**src/rtl/ivt_pkg.sv**
```systemverilog
package ivt_pkg;

  typedef enum logic [1:0] {
    W_ADDR_LO = 2'd0,
    W_ADDR_HI = 2'd1,
    W_DATA    = 2'd2,
    W_CTRL    = 2'd3
  } word_sel_e;

  // Joins the two address halves into the outgoing 64-bit target.
  function automatic logic [63:0] join_addr(input logic [31:0] hi, input logic [31:0] lo);
    return {hi, lo};
  endfunction

  // Control word as seen by software: only bit 0 (mask) is implemented.
  function automatic logic [31:0] ctrl_word(input logic mask);
    return {31'b0, mask};
  endfunction

endpackage

```
**src/rtl/ivt_store.sv**
```systemverilog
module ivt_store
  import ivt_pkg::*;
#(
  parameter int NUM_VEC = 16,
  parameter int VW      = 4
) (
  input  logic               clk,
  input  logic               rst_n,
  input  logic               wr_en,
  input  logic [VW-1:0]      wr_vec,
  input  word_sel_e          wr_sel,
  input  logic [31:0]        wdata,
  input  logic [VW-1:0]      rd_vec,
  input  word_sel_e          rd_sel,
  output logic [31:0]        rd_word,
  input  logic [VW-1:0]      iss_vec,
  output logic [63:0]        iss_addr,
  output logic [31:0]        iss_data,
  output logic [NUM_VEC-1:0] mask_vec
);

  logic [31:0]        lo_q  [NUM_VEC];
  logic [31:0]        hi_q  [NUM_VEC];
  logic [31:0]        dat_q [NUM_VEC];
  logic [NUM_VEC-1:0] mask_q;

  always_ff @(posedge clk) begin
    if (!rst_n) begin
      for (int i = 0; i < NUM_VEC; i++) begin
        lo_q[i]  <= '0;
        hi_q[i]  <= '0;
        dat_q[i] <= '0;
      end
      mask_q <= '1;
    end else if (wr_en) begin
      case (wr_sel)
        W_ADDR_LO: lo_q[wr_vec]   <= wdata;
        W_ADDR_HI: hi_q[wr_vec]   <= wdata;
        W_DATA:    dat_q[wr_vec]  <= wdata;
        W_CTRL:    mask_q[wr_vec] <= wdata[0];
        default:   ;
      endcase
    end
  end

  always_comb begin
    case (rd_sel)
      W_ADDR_LO: rd_word = lo_q[rd_vec];
      W_ADDR_HI: rd_word = hi_q[rd_vec];
      W_DATA:    rd_word = dat_q[rd_vec];
      default:   rd_word = ctrl_word(mask_q[rd_vec]);
    endcase
  end

  assign iss_addr = join_addr(hi_q[iss_vec], lo_q[iss_vec]);
  assign iss_data = dat_q[iss_vec];
  assign mask_vec = mask_q;

  p_ctrl_write_r2: assert property (@(posedge clk) disable iff (!rst_n)
    (wr_en && wr_sel == W_CTRL) |=> (mask_vec[$past(wr_vec)] == $past(wdata[0])));

endmodule

```
**src/rtl/ivt_pend.sv**
```systemverilog
module ivt_pend #(
  parameter int NUM_VEC = 16,
  parameter int VW      = 4
) (
  input  logic               clk,
  input  logic               rst_n,
  input  logic [NUM_VEC-1:0] evt,
  input  logic               clr_en,
  input  logic [VW-1:0]      clr_vec,
  output logic [NUM_VEC-1:0] pend
);

  logic [NUM_VEC-1:0] clr_mask;

  always_comb begin
    clr_mask = '0;
    if (clr_en) clr_mask[clr_vec] = 1'b1;
  end

  // A set arriving with a clear wins, so no event is lost.
  always_ff @(posedge clk) begin
    if (!rst_n) pend <= '0;
    else        pend <= (pend & ~clr_mask) | evt;
  end

  for (genvar g = 0; g < NUM_VEC; g++) begin : g_chk
    p_evt_sets_r4: assert property (@(posedge clk) disable iff (!rst_n)
      evt[g] |=> pend[g]);
  end

  p_accept_clears_r6: assert property (@(posedge clk) disable iff (!rst_n)
    (clr_en && !evt[clr_vec]) |=> !pend[$past(clr_vec)]);

  p_evt_on_accept_r10: assert property (@(posedge clk) disable iff (!rst_n)
    (clr_en && evt[clr_vec]) |=> pend[$past(clr_vec)]);

endmodule

```
**src/rtl/ivt_rr_arb.sv**
```systemverilog
module ivt_rr_arb #(
  parameter int NUM_VEC = 16,
  parameter int VW      = 4
) (
  input  logic               clk,
  input  logic               rst_n,
  input  logic [NUM_VEC-1:0] req,
  input  logic               adv,
  output logic               any,
  output logic [VW-1:0]      win_idx,
  output logic [NUM_VEC-1:0] grant
);

  logic [VW-1:0] last_q;

  // Searches upward from the vector after 'last', wrapping at NUM_VEC.
  function automatic logic [VW:0] rr_pick(input logic [NUM_VEC-1:0] r,
                                          input logic [VW-1:0] last);
    logic          found;
    logic [VW-1:0] idx;
    found = 1'b0;
    idx   = '0;
    for (int k = 1; k <= NUM_VEC; k++) begin
      int c;
      c = int'(last) + k;
      if (c >= NUM_VEC) c = c - NUM_VEC;
      if (!found && r[c]) begin
        found = 1'b1;
        idx   = VW'(c);
      end
    end
    return {found, idx};
  endfunction

  logic [VW:0] pick;

  always_comb begin
    pick    = rr_pick(req, last_q);
    any     = pick[VW];
    win_idx = pick[VW-1:0];
    grant   = '0;
    if (any) grant[win_idx] = 1'b1;
  end

  always_ff @(posedge clk) begin
    if (!rst_n)   last_q <= VW'(NUM_VEC - 1);
    else if (adv) last_q <= win_idx;
  end

  p_grant_onehot_r8: assert property (@(posedge clk) disable iff (!rst_n)
    $onehot0(grant) && ((grant & ~req) == '0));

endmodule

```
**src/rtl/irq_vector_table.sv**
```systemverilog
module irq_vector_table
  import ivt_pkg::*;
#(
  parameter int  NUM_VEC   = 16,
  localparam int VW        = (NUM_VEC > 1) ? $clog2(NUM_VEC) : 1,
  localparam int PW        = (NUM_VEC + 31) / 32,
  localparam int CTRL_IDX  = 4 * NUM_VEC,
  localparam int PEND_BASE = CTRL_IDX + 1,
  localparam int REG_WORDS = PEND_BASE + PW,
  localparam int AW        = $clog2(REG_WORDS)
) (
  input  logic               clk,
  input  logic               rst_n,
  input  logic               reg_wr,
  input  logic               reg_rd,
  input  logic [AW-1:0]      reg_addr,
  input  logic [31:0]        reg_wdata,
  output logic [31:0]        reg_rdata,
  input  logic [NUM_VEC-1:0] evt,
  output logic               msg_valid,
  input  logic               msg_ready,
  output logic [63:0]        msg_addr,
  output logic [31:0]        msg_data,
  output logic [VW-1:0]      msg_vec
);

  // Register decode
  logic          hit_table, hit_ctrl;
  logic [VW-1:0] reg_vec;
  word_sel_e     reg_sel;

  assign hit_table = (int'(reg_addr) < CTRL_IDX);
  assign hit_ctrl  = (int'(reg_addr) == CTRL_IDX);
  assign reg_vec   = reg_addr[VW+1:2];
  assign reg_sel   = word_sel_e'(reg_addr[1:0]);

  logic fmask_q;
  always_ff @(posedge clk) begin
    if (!rst_n)                 fmask_q <= 1'b0;
    else if (reg_wr && hit_ctrl) fmask_q <= reg_wdata[0];
  end

  // Table, pending array and arbiter
  logic [31:0]        tbl_word;
  logic [63:0]        iss_addr;
  logic [31:0]        iss_data;
  logic [NUM_VEC-1:0] vmask, pend, sendable, grant;
  logic               arb_any, issue_fire, accept;
  logic [VW-1:0]      win_idx;

  ivt_store #(.NUM_VEC(NUM_VEC), .VW(VW)) u_store (
    .clk      (clk),
    .rst_n    (rst_n),
    .wr_en    (reg_wr && hit_table),
    .wr_vec   (reg_vec),
    .wr_sel   (reg_sel),
    .wdata    (reg_wdata),
    .rd_vec   (reg_vec),
    .rd_sel   (reg_sel),
    .rd_word  (tbl_word),
    .iss_vec  (win_idx),
    .iss_addr (iss_addr),
    .iss_data (iss_data),
    .mask_vec (vmask)
  );

  ivt_pend #(.NUM_VEC(NUM_VEC), .VW(VW)) u_pend (
    .clk     (clk),
    .rst_n   (rst_n),
    .evt     (evt),
    .clr_en  (accept),
    .clr_vec (msg_vec),
    .pend    (pend)
  );

  assign sendable = pend & ~vmask & {NUM_VEC{~fmask_q}};

  ivt_rr_arb #(.NUM_VEC(NUM_VEC), .VW(VW)) u_arb (
    .clk     (clk),
    .rst_n   (rst_n),
    .req     (sendable),
    .adv     (issue_fire),
    .any     (arb_any),
    .win_idx (win_idx),
    .grant   (grant)
  );

  // Outgoing request register: sampled at issue, held until accepted
  assign issue_fire = !msg_valid && arb_any;
  assign accept     = msg_valid && msg_ready;

  always_ff @(posedge clk) begin
    if (!rst_n) begin
      msg_valid <= 1'b0;
      msg_addr  <= '0;
      msg_data  <= '0;
      msg_vec   <= '0;
    end else if (issue_fire) begin
      msg_valid <= 1'b1;
      msg_addr  <= iss_addr;
      msg_data  <= iss_data;
      msg_vec   <= win_idx;
    end else if (accept) begin
      msg_valid <= 1'b0;
    end
  end

  // Read path
  logic [PW*32-1:0] pend_pad;
  logic [31:0]      rd_mux;

  always_comb begin
    pend_pad = '0;
    pend_pad[NUM_VEC-1:0] = pend;
    rd_mux = '0;
    if (hit_table)     rd_mux = tbl_word;
    else if (hit_ctrl) rd_mux = {31'b0, fmask_q};
    else begin
      for (int k = 0; k < PW; k++)
        if (int'(reg_addr) == PEND_BASE + k) rd_mux = pend_pad[k*32 +: 32];
    end
  end

  always_ff @(posedge clk) begin
    if (!rst_n)      reg_rdata <= '0;
    else if (reg_rd) reg_rdata <= rd_mux;
  end

  p_msg_hold_r6: assert property (@(posedge clk) disable iff (!rst_n)
    (msg_valid && !msg_ready) |=>
      (msg_valid && $stable(msg_addr) && $stable(msg_data) && $stable(msg_vec)));

  p_issue_legal_r4: assert property (@(posedge clk) disable iff (!rst_n)
    issue_fire |-> (pend[win_idx] && !vmask[win_idx] && !fmask_q));

  p_rdata_hold_r2: assert property (@(posedge clk) disable iff (!rst_n)
    !reg_rd |=> $stable(reg_rdata));

endmodule

```
**config.mk**
```make
export PLATFORM = sky130hd
export DESIGN_NAME = irq_vector_table
export DESIGN_NICKNAME = d
export VERILOG_FILES = /design/src/rtl/ivt_pkg.sv /design/src/rtl/ivt_store.sv /design/src/rtl/ivt_pend.sv /design/src/rtl/ivt_rr_arb.sv /design/src/rtl/irq_vector_table.sv
export SDC_FILE = /design/constraint.sdc
export NUM_CORES = 2
export LEC_CHECK = 0
export CAP_MARGIN = 20
export CORE_ASPECT_RATIO = 0.7
export CORE_UTILIZATION = 57
export DETAILED_ROUTE_END_ITERATION = 6
export PLACE_DENSITY = 0.82
export SLEW_MARGIN = 10
export SYNTH_ARGS = -nofsm -noshare
export SYNTH_HDL_FRONTEND = slang
export SYNTH_SLANG_ARGS = --single-unit
export TNS_END_PERCENT = 1
```
**constraint.sdc**
```tcl
create_clock -name clk -period 5.28 [get_ports clk]
set_input_delay 0.792 -clock clk [delete_from_list [all_inputs] [get_ports clk]]
set_output_delay 0.792 -clock clk [all_outputs]
set_load 0.01 [all_outputs]
```
==> parameters.txt <==
Parameter                              Value

Run status
  Run status ... complete, but fails checks
  Failing checks ... DRC

Detailed routing
  Wirelength, routed ... 347000 µm
  Final routed DRC violation total ... 34
  DR vias/cell ... 7.40
  Via count ... 72200
  Count of routing violations after the opening detailed-route iteration ... 15400
  Count of antenna-violating nets left after detailed routing ... 0
  Pre-Repair DR Iteration Count ... 7
  Wire per inst ... 35.6 µm

Critical path
  R2r setup slk ... 30 ps
  Maximum fanout encountered on the critical timing path ... 15
  CP Capture Type ... flip-flop
  CP max-delay cell ... sky130_fd_sc_hd__or4_1
  Most frequent cell on the critical path ... sky130_fd_sc_hd__buf_4
  Arrival time worst endpoint ... 5950 ps
  Critical Path Source Type ... flip-flop
  CP peak stage delay ... 530 ps
  Register-to-Register Path Depth ... 16
  Classification of the worst setup path ... reg2reg
  Startpoint of the most critical register-to-register path ... u_arb.last_q[1]
  Endpoint of the most critical register-to-register path ... msg_addr[1]
  Cell Chain, Critical Path ... inv_1, ha_1, xnor2_1, buf_4, mux4_2, o2bb2ai_1, mux2_2, nor4_4, and4_1, a2111oi_2, a21o_4, buf_12, buf_4, mux2i_1, o22ai_1, or4_1
  Data required time of the worst path ... 5990 ps

Global route
  Residual overflow from global routing ... 0
  Maximum number of pins on one net before global-route repair ... 74
  Via count of the first global-routing pass ... 69000
  Antenna violations before repair ... 30
  First-pass GRT wire length ... 485000 µm
  GRT Overall Usage ... 41.2%

Clock network
  Clock transition at path regs ... 70 ps
  Clock tree from TritonCTS ... done
  Number of clock sinks ... 1706
  Cell chosen for the clock root ... sky130_fd_sc_hd__clkbuf_16
  Clock latency of the later-clocked register in the worst-skew pair ... 840 ps
  Deepest level of the CTS H-tree ... 4
  TritonCTS Buffers ... 158
  Maximum clock path buffer count ... 3

STA
  RSZ-0062 raised after global routing ... yes
  Worst Max-Slew Pin Slew ... 1290 ps
  Count of final setup violators ... 0
  Fin worst setup slack ... 33.9 ps
  Count of final hold-check violations ... 0
  Rel. slew slack ... 13.9%
  Setup Skew ... 44.8 ps
  TNS Setup ... 0 ps
  Minimum period implied by the final worst setup slack ... 5250 ps
  Max frequency ... 191 MHz
  Final number of max-transition violations ... 0
  Period Utilization, post-route ... 99.4%

Synthesis
  Number of library cell types mapped by synthesis ... 95
  Synth area leaders ... sky130_fd_sc_hd__edfxtp_1 (50%), sky130_fd_sc_hd__mux4_2 (13%), sky130_fd_sc_hd__and2_1 (10%), sky130_fd_sc_hd__mux2i_1 (5.4%), sky130_fd_sc_hd__dfxtp_1 (3.7%)
  Synthesized area ... 0.0929 mm²
  Flip-flop and latch count after synthesis ... 1706
  Post-synthesis share of cell area spent on full adders, half adders and majority gates ... 0.0943%
  Dominant combinational cell family by area after synthesis ... multiplexers
  Post-Syn Instances ... 7464
  XOR/XNOR share of the synthesized area ... 0.141%
  Synthesized-area fraction occupied by ao, oa, aoi and oai cells ... 6.47%
  Simple logic cell fraction of the synthesized area ... 18.0%
  Number of enable flip-flop cells after synthesis ... 1536
  Register area share after synthesis ... 53.3%
  Cell taking the most area after synthesis ... sky130_fd_sc_hd__edfxtp_1
  Ys flop type ... sky130_fd_sc_hd__edfxtp_1
  Post-synth ARST share ... 0%
  Post-synth net total ... 7531
  Fraction of synthesized area in multiplexers ... 18.3%
  Count of warnings emitted by yosys ... 0
  Syn_area_per_cell ... 12.4 µm²
  Portion of synthesized cell area occupied by the leading cell type ... 49.6%

Placed design
  IO buf count ... 192
  Half-perimeter wire length after placement ... 208000 µm
  Worst-case setup slack after placement ... -149 ps
  Global placer's final weighted congestion ... 1.00
  Placed cell areas ... 0.0997 mm²

Layout
  Final-layout fill cell count ... 11200
  Area growth from synthesis to layout ... 13.2%
  Proportion of layout cells with a drive suffix above 1 ... 17.9%
  Net count of the finished layout ... 7550
  Final standard cell area without fillers ... 0.105 mm²

Power and ir drop
  Post-layout total power ... 0.0599 W
  Power density of the placed cells ... 569 mW/mm²
  Leakage ... 39.2 nW
  Share of total power in the clock network ... 20.0%
  Switching Share ... 42.1%
  Internal power contribution ... 0.0347 W
  Fraction of power consumed by combinational cells ... 52.4%
  Sequential group share of total power ... 27.6%
  Max rail drop VDD ... 0.853 mV
  Switching power total ... 0.0252 W

Hold path
  Hold-critical path depth ... 2
  Hold path startpoint ... rst_n
  Hold Crit Endpoint ... reg_rdata[6]
  Worst Hold Class ... in2reg

Job
  Count of max-cap constraint violations ... 0

Die
  Top-level port count ... 193
  Horiz. Die Dim ... 485 µm
  Core Area ... 0.161 mm²
  Die area ... 0.165 mm²
  Starting utilization of the core area ... 57.6%
  Die Y-Extent ... 340 µm
  Row cnt ... 123
-- sequential cells by signal, indices dropped and copies added, names as in the netlist --
register	count
fmask_q	1
msg_addr	64
msg_data	32
msg_valid	1
msg_vec	4
reg_rdata	32
u_arb.last_q	4
u_pend.pend	16
u_store.dat_q	512
u_store.hi_q	512
u_store.lo_q	512
u_store.mask_vec	16
-- what timing repair did --
| action | CTS | global route |
|---|---|---|
| setup endpoints to repair | 94 | 78 |
| setup buffers | 2 | 2 |
| resized for setup | 1 | 11 |
| pin swaps | 1 | 1 |
| hold buffers | 0 | 0 |
-- how the worst max path moves through the flow --
stage	slack, ps	depth (start not counted)	start	end
after floorplan	-450	7	reg_addr[3]	u_store.dat_q[14][0]
after global placement	-220	18	u_arb.last_q[1]	msg_addr[33]
final	30	16	u_arb.last_q[1]	msg_addr[1]
after CTS	20	18	u_arb.last_q[1]	msg_addr[47]
after global routing	-3	21	u_arb.last_q[1]	msg_addr[9]
after detailed placement	-150	18	u_arb.last_q[1]	msg_addr[35]
-- layer usage --
layer,share of wire (%),GRT usage [%]
met2,40,55.9
met4,6.5,21.5
met3,21,20.7
met1,33,53.7
met5,0.13,1.36
-- cell type report --
cell class | count | area, µm² | area share (%)
multi-input combinational | 4905 | 40900 | 38.9
clock inverter | 81 | 928 | 0.883
antenna | 12 | 30.0 | 0.0286
clock buffer | 216 | 4370 | 4.16
tap | 2125 | 2660 | 2.53
inverter | 109 | 409 | 0.389
timing repair buffer | 603 | 6360 | 6.05
sequential | 1706 | 49500 | 47.1
-- cell usage after synthesis, types with 6 or more instances --
cell type	count
sky130_fd_sc_hd__or4_1	64
sky130_fd_sc_hd__o22ai_1	135
sky130_fd_sc_hd__o2bb2ai_1	67
sky130_fd_sc_hd__inv_1	106
sky130_fd_sc_hd__o211a_1	75
sky130_fd_sc_hd__o21a_1	26
sky130_fd_sc_hd__o22a_1	65
sky130_fd_sc_hd__nor3b_1	6
sky130_fd_sc_hd__buf_1	100
sky130_fd_sc_hd__clkbuf_1	532
sky130_fd_sc_hd__nor3_1	14
sky130_fd_sc_hd__dfxtp_1	170
sky130_fd_sc_hd__a22oi_1	66
sky130_fd_sc_hd__nand2b_1	29
sky130_fd_sc_hd__and3_1	10
sky130_fd_sc_hd__buf_2	94
sky130_fd_sc_hd__nand3_1	89
sky130_fd_sc_hd__mux2i_1	505
sky130_fd_sc_hd__nand2_1	844
sky130_fd_sc_hd__nor2b_1	67
sky130_fd_sc_hd__buf_4	10
sky130_fd_sc_hd__nand4_1	229
sky130_fd_sc_hd__and2_1	1547
sky130_fd_sc_hd__mux4_2	529
sky130_fd_sc_hd__ha_1	7
sky130_fd_sc_hd__edfxtp_1	1536
sky130_fd_sc_hd__a21oi_1	65
sky130_fd_sc_hd__nor2_1	104
sky130_fd_sc_hd__a31oi_1	6
sky130_fd_sc_hd__buf_6	8
sky130_fd_sc_hd__o211ai_1	107
sky130_fd_sc_hd__o21ai_0	92
sky130_fd_sc_hd__o2111ai_1	32
-- power by group through the flow --
stage / Clock [W] / Combinational [W] / Sequential, W
3_3_place_gp: 0 / 0.0288 / 0.0167
3_5_place_dp: 0 / 0.0296 / 0.0167
6_report: 0.0120 / 0.0313 / 0.0165
4_1_cts: 0.0119 / 0.0298 / 0.0165
2_1_floorplan: 0 / 0.0180 / 0.0165
5_1_grt: 0.0124 / 0.0319 / 0.0166
-- cell usage in the layout (no fill, tap or decap), types with 67 or more instances in the layout --
cell type,synthesis,routed
sky130_fd_sc_hd__buf_12,0,110
sky130_fd_sc_hd__nand2_1,844,841
sky130_fd_sc_hd__buf_4,10,301
sky130_fd_sc_hd__clkdlybuf4s50_1,0,180
sky130_fd_sc_hd__and2_1,1547,1545
sky130_fd_sc_hd__o2bb2ai_1,67,67
sky130_fd_sc_hd__o211a_1,75,75
sky130_fd_sc_hd__mux2i_1,505,505
sky130_fd_sc_hd__o22ai_1,135,135
sky130_fd_sc_hd__edfxtp_1,1536,1536
sky130_fd_sc_hd__nand3_1,89,86
sky130_fd_sc_hd__o211ai_1,107,107
sky130_fd_sc_hd__mux4_2,529,529
sky130_fd_sc_hd__dfxtp_1,170,169
sky130_fd_sc_hd__nand4_1,229,229
sky130_fd_sc_hd__clkbuf_16,0,158
sky130_fd_sc_hd__inv_1,106,106
-- worst max-delay path: cells and delay by family, from the launching register on --
family                     cells  cell delay (ps)
AOI/OAI and AO/OA              4             1390
muxes                          3             1030
buffers and inverters          4              940
and+or+nand+nor                3              900
adders and majority gates      1              390
DFF                            1              320
xor gates and xnor gates       1              170
-- per-stage QoR --
step                hold WS (ps)  utilization, %  cells
floorplan                    477               -   7464
global placement             470            61.8   9443
detailed placement           473            61.8   9443
CTS                          394            65.1   9742
global route                 434            65.2   9746
finish                       433            65.2   9757
-- cell families (layout without fill, tap and decap cells) --
logic type	after synthesis	after routing
adders and majority gates	7	7
and+or+nand+nor	3039	3039
xor gates and xnor gates	12	12
AOI/OAI and AO/OA	808	808
muxes	1039	1039
DFF	1706	1706
other	0	12
buffers and inverters	853	1009
(Power assumes the default switching activity.)
